===== src/rtl/tbm_pkg.sv =====
package tbm_pkg;
   // true when v is a power of two and at least 2
   function automatic bit tbm_is_pow2(input int unsigned v);
      return (v >= 2) && ((v & (v - 1)) == 0);
   endfunction

   // number of comparator levels for a tree over v leaves
   function automatic int unsigned tbm_levels(input int unsigned v);
      int unsigned n;
      n = 0;
      while ((1 << n) < v) n++;
      return n;
   endfunction
endpackage


===== src/rtl/tbm_bid_mask.sv =====
module tbm_bid_mask #(
   parameter int unsigned NUM_SLOTS = 8,
   parameter int unsigned PRIO_W    = 4,
   localparam int unsigned IDX_W    = $clog2(NUM_SLOTS)
) (
   input  logic [NUM_SLOTS*PRIO_W-1:0] slot_prio,
   input  logic [NUM_SLOTS-1:0]        slot_active,
   input  logic                        run_valid,
   input  logic [IDX_W-1:0]            run_slot,
   output logic [NUM_SLOTS*PRIO_W-1:0] eff_bid
);
   // per-slot flag: another active slot shares this slot's priority
   logic [NUM_SLOTS-1:0] has_peer;
   logic [NUM_SLOTS-1:0] is_running;

   for (genvar s = 0; s < NUM_SLOTS; s++) begin : g_slot
      logic [PRIO_W-1:0] own_p;
      assign own_p = slot_prio[s*PRIO_W +: PRIO_W];
      assign is_running[s] = run_valid && (run_slot == IDX_W'(s));

      always_comb begin
         has_peer[s] = 1'b0;
         for (int o = 0; o < NUM_SLOTS; o++) begin
            if (o != s && slot_active[o] &&
                slot_prio[o*PRIO_W +: PRIO_W] == own_p)
               has_peer[s] = 1'b1;
         end
      end

      // inactive slots and a crowded running slot offer nothing
      assign eff_bid[s*PRIO_W +: PRIO_W] =
         (!slot_active[s] || (is_running[s] && has_peer[s])) ? '0 : own_p;
   end
endmodule


===== src/rtl/tbm_cmp_node.sv =====
module tbm_cmp_node #(
   parameter int unsigned PRIO_W = 4,
   parameter int unsigned IDX_W  = 3
) (
   input  logic [PRIO_W-1:0] lo_prio,
   input  logic [IDX_W-1:0]  lo_idx,
   input  logic [PRIO_W-1:0] hi_prio,
   input  logic [IDX_W-1:0]  hi_idx,
   output logic [PRIO_W-1:0] out_prio,
   output logic [IDX_W-1:0]  out_idx
);
   // the upper-index side must be strictly larger to win; ties keep the lower side
   logic take_hi;
   assign take_hi  = hi_prio > lo_prio;
   assign out_prio = take_hi ? hi_prio : lo_prio;
   assign out_idx  = take_hi ? hi_idx  : lo_idx;
endmodule


===== src/rtl/tbm_bid_tree.sv =====
module tbm_bid_tree #(
   parameter int unsigned NUM_SLOTS = 8,
   parameter int unsigned PRIO_W    = 4,
   localparam int unsigned IDX_W    = $clog2(NUM_SLOTS),
   localparam int unsigned LEVELS   = tbm_pkg::tbm_levels(NUM_SLOTS)
) (
   input  logic [NUM_SLOTS*PRIO_W-1:0] eff_bid,
   output logic [PRIO_W-1:0]           root_prio,
   output logic [IDX_W-1:0]            root_idx
);
   // stage l holds NUM_SLOTS >> l candidates, packed side by side
   logic [NUM_SLOTS*PRIO_W-1:0] st_prio [LEVELS+1];
   logic [NUM_SLOTS*IDX_W-1:0]  st_idx  [LEVELS+1];

   assign st_prio[0] = eff_bid;
   for (genvar k = 0; k < NUM_SLOTS; k++) begin : g_leaf
      assign st_idx[0][k*IDX_W +: IDX_W] = IDX_W'(k);
   end

   for (genvar l = 0; l < LEVELS; l++) begin : g_lvl
      localparam int unsigned OUTS = NUM_SLOTS >> (l + 1);
      for (genvar n = 0; n < OUTS; n++) begin : g_node
         tbm_cmp_node #(.PRIO_W(PRIO_W), .IDX_W(IDX_W)) u_node (
            .lo_prio  (st_prio[l][(2*n)*PRIO_W   +: PRIO_W]),
            .lo_idx   (st_idx[l][(2*n)*IDX_W     +: IDX_W]),
            .hi_prio  (st_prio[l][(2*n+1)*PRIO_W +: PRIO_W]),
            .hi_idx   (st_idx[l][(2*n+1)*IDX_W   +: IDX_W]),
            .out_prio (st_prio[l+1][n*PRIO_W     +: PRIO_W]),
            .out_idx  (st_idx[l+1][n*IDX_W       +: IDX_W])
         );
      end
      // unused upper part of the narrower stage
      assign st_prio[l+1][NUM_SLOTS*PRIO_W-1:OUTS*PRIO_W] = '0;
      assign st_idx[l+1][NUM_SLOTS*IDX_W-1:OUTS*IDX_W]    = '0;
   end

   assign root_prio = st_prio[LEVELS][PRIO_W-1:0];
   assign root_idx  = st_idx[LEVELS][IDX_W-1:0];
endmodule


===== src/rtl/task_bid_mediator.sv =====
module task_bid_mediator #(
   parameter int unsigned NUM_SLOTS = 8,
   parameter int unsigned PRIO_W    = 4,
   localparam int unsigned IDX_W    = $clog2(NUM_SLOTS)
) (
   input  logic                        clk,
   input  logic                        rst_n,
   input  logic [NUM_SLOTS*PRIO_W-1:0] slot_prio,
   input  logic [NUM_SLOTS-1:0]        slot_active,
   input  logic                        run_valid,
   input  logic [IDX_W-1:0]            run_slot,
   output logic                        win_valid,
   output logic [IDX_W-1:0]            win_slot,
   output logic [PRIO_W-1:0]           win_prio
);
   if (!tbm_pkg::tbm_is_pow2(NUM_SLOTS)) begin : g_bad_slots
      $error("task_bid_mediator: NUM_SLOTS must be a power of two, at least 2");
   end
   if (PRIO_W < 1) begin : g_bad_prio
      $error("task_bid_mediator: PRIO_W must be at least 1");
   end

   logic [NUM_SLOTS*PRIO_W-1:0] eff_bid;
   logic [PRIO_W-1:0]           root_prio;
   logic [IDX_W-1:0]            root_idx;

   tbm_bid_mask #(.NUM_SLOTS(NUM_SLOTS), .PRIO_W(PRIO_W)) u_mask (
      .slot_prio   (slot_prio),
      .slot_active (slot_active),
      .run_valid   (run_valid),
      .run_slot    (run_slot),
      .eff_bid     (eff_bid)
   );

   tbm_bid_tree #(.NUM_SLOTS(NUM_SLOTS), .PRIO_W(PRIO_W)) u_tree (
      .eff_bid   (eff_bid),
      .root_prio (root_prio),
      .root_idx  (root_idx)
   );

   always_ff @(posedge clk or negedge rst_n) begin
      if (!rst_n) begin
         win_valid <= 1'b0;
         win_slot  <= '0;
         win_prio  <= '0;
      end else begin
         win_valid <= |root_prio;
         win_slot  <= (|root_prio) ? root_idx : '0;
         win_prio  <= root_prio;
      end
   end
endmodule


===== config.mk =====
export PLATFORM = sky130hd
export DESIGN_NAME = task_bid_mediator
export DESIGN_NICKNAME = d
export VERILOG_FILES = /design/src/rtl/tbm_pkg.sv /design/src/rtl/tbm_bid_mask.sv /design/src/rtl/tbm_cmp_node.sv /design/src/rtl/tbm_bid_tree.sv /design/src/rtl/task_bid_mediator.sv
export SDC_FILE = /design/constraint.sdc
export NUM_CORES = 1
export LEC_CHECK = 0
export ABC_AREA = 1
export BUFFER_PORTS_ARGS = -buffer_cell sky130_fd_sc_hd__clkbuf_2
export CORE_MARGIN = 1.5
export CORE_UTILIZATION = 60
export DETAILED_ROUTE_END_ITERATION = 6
export PLACE_DENSITY = 0.86
export SETUP_SLACK_MARGIN = 0.15
export SLEW_MARGIN = 15
export SYNTH_ARGS = -nofsm -noshare
export SYNTH_HDL_FRONTEND = slang
export SYNTH_SLANG_ARGS = --single-unit

===== constraint.sdc =====
create_clock -name clk -period 0.8 [get_ports clk]
set_clock_uncertainty 0.1 [all_clocks]
set_input_delay 0.12 -clock clk [delete_from_list [all_inputs] [get_ports clk]]
set_output_delay 0.12 -clock clk [all_outputs]
set_load 0.005 [all_outputs]

==> results of run 1 <==
[stage by stage]
step           worst slack, ns  cell area (µm²)  hold slack [ns]  utilization [%]  TNS [ns]
2_1_floorplan            -3.62             4210           -0.276                -    -28.09
3_3_place_gp             -4.14             5280           -0.137             81.7    -32.47
3_5_place_dp             -4.73             5280           -0.126             81.7    -36.91
[logic make-up after synthesis]
kind of cell / Yosys count
fa+ha+maj: 28
compound gates: 26
simple gates: 566
buf+inv: 115
flops: 8
xor+xnor: 35
[cells in the mapped netlist]
cell type and count:
nand3_1 73, a21oi_1 10, o21ai_0 9, nor2_2 17
inv_1 50, nand2_1 319, nor2_1 106, xor2_1 35
a32oi_1 7, and2_1 8, dfrtp_1 8, buf_2 8
ha_1 28, nand4_1 32, buf_6 21, nand2_2 9
buf_4 11, nand2_4 2, inv_4 11, inv_2 14
==> results.py, run 1 <==
metrics = {
    "logic_synthesis": {
        "synth-seq-area-share_pct": 4.91,
        "syn_inst": 778,
        "synth.mux.area_fraction_pct": 0,
        "yosys.area_share.adder_pct": 8.59,
        "synthXorXnorAreaFrac_pct": 7.52,
        "synth_top_family_by_area": "simple AND/OR/NAND/NOR gates",
        "synth_compound_area_share_pct": 3.84,
        "ys_warn_count": 0,
        "yosysUniqueCellTypes": 20,
        "synth_nets": 852,
        "netlist_top_cells_area": "nand2_1 (29%), nor2_1 (9.8%), nand3_1 (9.0%)",
        "ys_seq_elements": 8,
        "synth_top_cell_area_share_pct": 29.4,
        "synth.avg_cell_area_um2": 5.24,
        "yosysTopAreaCell": "nand2_1",
        "syn-cell-area_um2": 4080,
        "synth-simple-area-share_pct": 58.8,
    },
    "run_status": {
        "stop_stage": "4_1_cts",
        "status": "aborted with a tool error",
        "first-error": "[ERROR DPL-0033] detailed placement checks failed during check placement.",
    },
    "cts": {
        "cts_root_buf": "clkbuf_8",
        "cts_resized": 183,
        "cts_buffers": 3,
        "htree_levels": 1,
        "cts.path.max_buffers": 2,
        "cts_sinks": 8,
        "ctsHoldBuffers": 1,
        "cts_setup_buffers": 50,
    },
    "place": {
        "place_congestion": 1.17,
        "port-buffer-count": 53,
        "hpwl_um": 13700,
        "dpl.cell_count": 1013,
    },
    "die": {
        "die_w_um": 85.4,
        "ios": 54,
        "initial_utilization_pct": 63.1,
        "die_height_um": 85.4,
        "rows": 29,
    },
}
==> run 2, diff against run 1 <==
Settings changed: CORE_UTILIZATION 60 to 40, PLACE_DENSITY 0.86 to unset, PLACE_DENSITY_LB_ADDON set to 0.15, SETUP_SLACK_MARGIN 0.15 to unset.
==> run 2 against run 1 <==
Effect of this change: the flow now finishes, with violations (DRC, setup timing); area after synthesis is the same; synthesized cell count did not move.
==> results.py, run 2 <==
metrics = {
    "timing": {
        "fin_crit_sh_pct": 617,
        "finalSetupViolCount": 16,
        "hold_viol": 0,
        "fin_tns_setup_ns": -33.51,
        "rsz0062_at_grt": "yes",
        "relSlewSlack_pct": 75.7,
        "period_minus_slack_ns": 4.93,
        "worst_slack_ns": -4.13,
        "worst_pin_slew_ns": 0.364,
        "fmax_mhz": 203,
        "slew_viol_final": 0,
    },
    "critical_path": {
        "critPathSlowestCell": "a32oi_4",
        "worstPathRequired_ns": 0.81,
        "worstSetupPathType": "input pin to flop",
        "critical-path-max-stage-delay_ns": 0.34,
        "crit_arrival_ns": 4.94,
        "crit_top_cell": "nand2_4",
        "end_kind": "flop",
        "crit_fanout": 7,
        "critPathLaunchType": "input pin",
    },
    "detailed_routing": {
        "drtAntennaViolNets": 0,
        "drc": 29,
        "routed_wl_um": 21300,
        "drt_iter0_markers": 692,
        "viasPerCell": 5.40,
        "wl_per_cell_um": 18.0,
        "first_pass_iters": 7,
        "routed-via-count": 6383,
    },
    "cts": {
        "cts_root_buf": "clkbuf_8",
        "clk_pin_slew_ns": 0.05,
        "htree_levels": 1,
        "cts_sinks": 8,
        "cts_buffers": 3,
        "cts.path.max_buffers": 2,
        "cts_tree": "built",
    },
    "place": {
        "dpl.cell_count": 1116,
        "place_congestion": 0.991,
        "dpl_cell_area_um2": 5760,
        "port-buffer-count": 53,
        "hpwl_um": 14700,
        "pre_cts_slack_ns": -4.41,
    },
    "layout": {
        "layout-drive-gt1-share_pct": 53.0,
        "diodes": 0,
        "registers.top_by_ff_count": "win_prio",
        "regArea_um2": 200,
        "largest_reg_flops": 4,
        "syn_to_final_growth_pct": 87.5,
        "mostFrequentLayoutCell": "nand2_1",
        "nFillCells": 730,
        "reg.largest.list": "win_prio: 4 flops, win_slot: 3 flops, win_valid: 1 flops",
        "multi_input_area_um2": 4170,
        "final_nets": 1125,
        "stdcell_area_um2": 7650,
        "final_cell_mix": "nand2_1 (268), buf_4 (226), nor2_1 (58), nand3_1 (53), nor2_2 (47)",
        "fin_cells": 1182,
    },
    "logic_synthesis": {
        "synth.avg_cell_area_um2": 5.24,
        "syn-cell-area_um2": 4080,
        "yosysTopAreaCell": "nand2_1",
        "synth_top_cell_area_share_pct": 29.4,
        "yosysUniqueCellTypes": 20,
        "synth.most_common_cell": "nand2_1",
        "ys.flop_type": "dfrtp_1",
        "syn_inst": 778,
        "synth_edf_count": 0,
        "async_flop_share_pct": 100,
        "ys_seq_elements": 8,
        "synth-seq-area-share_pct": 4.91,
        "ys_warn_count": 0,
        "synth_common_cells": "nand2_1 (319), nor2_1 (106), nand3_1 (73), inv_1 (50), xor2_1 (35)",
        "synth_nets": 852,
        "netlist_top_cells_area": "nand2_1 (29%), nor2_1 (9.8%), nand3_1 (9.0%)",
    },
    "die": {
        "core_area_um2": 9820,
        "initial_utilization_pct": 41.5,
        "fp.dieArea_um2": 10800,
        "ios": 54,
        "die_w_um": 104,
        "rows": 36,
        "die_height_um": 104,
    },
    "global_route": {
        "grt_util_all_layers_pct": 34.5,
        "grt_pass1_wl_um": 30200,
        "grt_max_degree": 13,
        "first_global_vias": 5951,
        "grt-ovfl-total": 0,
        "antenna_found_initial": 0,
    },
    "run_status": {
        "violations": "DRC, setup timing",
        "status": "finished, violations left",
    },
    "power_and_ir_drop": {
        "p_per_area_nw_per_um2": 1850,
        "peakVddDrop_uv": 2380,
        "total_power_mw": 14.1,
        "leakagePower_nw": 4.08,
    },
    "worst_hold_path": {
        "holdCritPathClass": "input pin to async pin",
    },
    "job": {
        "cap_violations": 0,
    },
}
run 2: cell counts after synthesis:
Identical to the previous run, type by type.
run 2: timing repair:
action	CTS	global route
endpoints found under the hold margin	8	0
setup endpoints to repair	16	16
hold buffers	1	0
gates resized for setup	177	184
setup buffers	39	24
pin swaps	89	146
run 2: per-layer routing:
layer  global-route usage [%]  routed length (µm)
met2                     60.6               10500
met4                     12.2                1130
met1                     43.4                8150
met3                     3.63                1510
met5                        0                   0
run 2: final timing paths:
| path | startpoint | to | slack (ns) | cells past startpoint |
|---|---|---|---|---|
| worst max-delay path | slot_prio[21] | win_slot[2]$_DFF_PN0_ | -4.13 | 39 |
| worst min-delay path | rst_n | win_slot[2]$_DFF_PN0_ | 0.19 | 2 |
| max in group asynchronous | rst_n | win_slot[1]$_DFF_PN0_ | 0.23 | 2 |
| min in group clk | win_prio[0]$_DFF_PN0_ | win_prio[0] | 0.66 | 1 |
run 2: logic make-up (layout without fill, tap and decap cells):
kind of cell	count (synthesis)	after routing	share of synthesized area (%)
adders and majority gates	28	28	8.59
xor gates and xnor gates	35	35	7.52
AOI/OAI and AO/OA	26	26	3.84
buffers and inverters	115	386	16.4
and+or+nand+nor	566	566	58.8
DFF	8	8	4.91
run 2: cell type report:
cell class                 instances  area share (%)
multi-input combinational        655            54.5
timing repair buffer             308            35.0
inverter                          75            5.19
sequential                         8            2.62
tap                              133            2.18
clock buffer                       3           0.540
run 2: critical path, delay by kind of cell:
kind / cells / cell delay, ns
buf+inv: 8 / 0.85
simple gates: 22 / 2.15
compound gates: 6 / 1.04
fa+ha+maj: 3 / 0.78
run 2: through the flow:
step / utilization (%) / hold slack (ns)
floorplan: - / -0.276
CTS: 69.1 / 0.183
global placement: 58.7 / -0.137
finish: 77.9 / 0.187
global route: 77.9 / 0.202
detailed placement: 58.7 / -0.129
run 2: report_power, final:
group	internal, mW	total (mW)	switching [mW]	leakage (nW)
Clock	0.328	0.503	0.175	0.0216
Sequential	0.643	0.710	0.0669	0.0937
Combinational	5.99	12.9	6.93	3.97
Total	6.96	14.1	7.17	4.08
(Power assumes the default switching activity.)
==> run 3, diff against run 2 <==
Settings changed: CORE_UTILIZATION 40 to 50.
==> run 3 against run 2 <==
Effect of this change: the run now fails in 5_1_grt; area after synthesis stayed put; synthesized cell count did not move.
==> results.py, run 3 <==
metrics = {
    "global_route": {
        "grt-ovfl-total": 82,
        "grt_max_degree": 10,
        "grt_util_all_layers_pct": 75.3,
    },
    "logic_synthesis": {
        "ys_seq_elements": 8,
        "netlist_top_cells_area": "nand2_1 (29%), nor2_1 (9.8%), nand3_1 (9.0%)",
        "ys.flop_type": "dfrtp_1",
        "synth-seq-area-share_pct": 4.91,
        "syn-cell-area_um2": 4080,
        "synth.most_common_cell": "nand2_1",
        "ys_warn_count": 0,
        "synth.avg_cell_area_um2": 5.24,
        "synth_top_cell_area_share_pct": 29.4,
        "async_flop_share_pct": 100,
        "syn_inst": 778,
        "synth_common_cells": "nand2_1 (319), nor2_1 (106), nand3_1 (73), inv_1 (50), xor2_1 (35)",
        "synth_edf_count": 0,
        "synth_nets": 852,
        "yosysTopAreaCell": "nand2_1",
        "yosysUniqueCellTypes": 20,
    },
    "cts": {
        "cts_root_buf": "clkbuf_8",
        "cts.path.max_buffers": 2,
        "cts_buffers": 3,
        "cts_sinks": 8,
        "htree_levels": 1,
    },
    "place": {
        "hpwl_um": 14500,
        "port-buffer-count": 53,
        "pre_cts_slack_ns": -4.41,
        "dpl_cell_area_um2": 5600,
        "place_congestion": 1.10,
    },
    "run_status": {
        "status": "aborted with a tool error",
        "stop_stage": "5_1_grt",
        "first-error": "[ERROR GRT-0232] Routing congestion too high. Check the congestion heatmap in the GUI.",
    },
    "die": {
        "ios": 54,
        "die_w_um": 93.3,
        "die_height_um": 93.3,
        "initial_utilization_pct": 52.2,
        "rows": 32,
    },
    "timing": {
        "worstEndpointType": "register data pin",
        "crit_endpoint": "win_slot[0]$_DFF_PN0_/D",
    },
}
run 3: layer usage:
metal | overflow | track usage, %
met5 | 0 | 8.97
met4 | 27 | 75.8
met2 | 55 | 95.7
met1 | 0 | 75.2
met3 | 0 | 56.1
run 3: cells by family after synthesis:
group,share of synthesized area [%]
AOI/OAI and AO/OA,3.84
xor gates and xnor gates,7.52
adders and majority gates,8.59
buffers and inverters,16.4
DFF,4.91
and+or+nand+nor,58.8
run 3: stage by stage:
step	cells	TNS, ns
3_5_place_dp	1075	-34.71
4_1_cts	1102	-31.30
3_3_place_gp	1075	-32.77
2_1_floorplan	778	-28.09
run 3: timing repair:
action,4_1_cts
endpoints found under the setup margin,16
hold buffers,1
pin swaps,66
buffers inserted,24
gates resized for setup,85
endpoints found under the hold margin,8
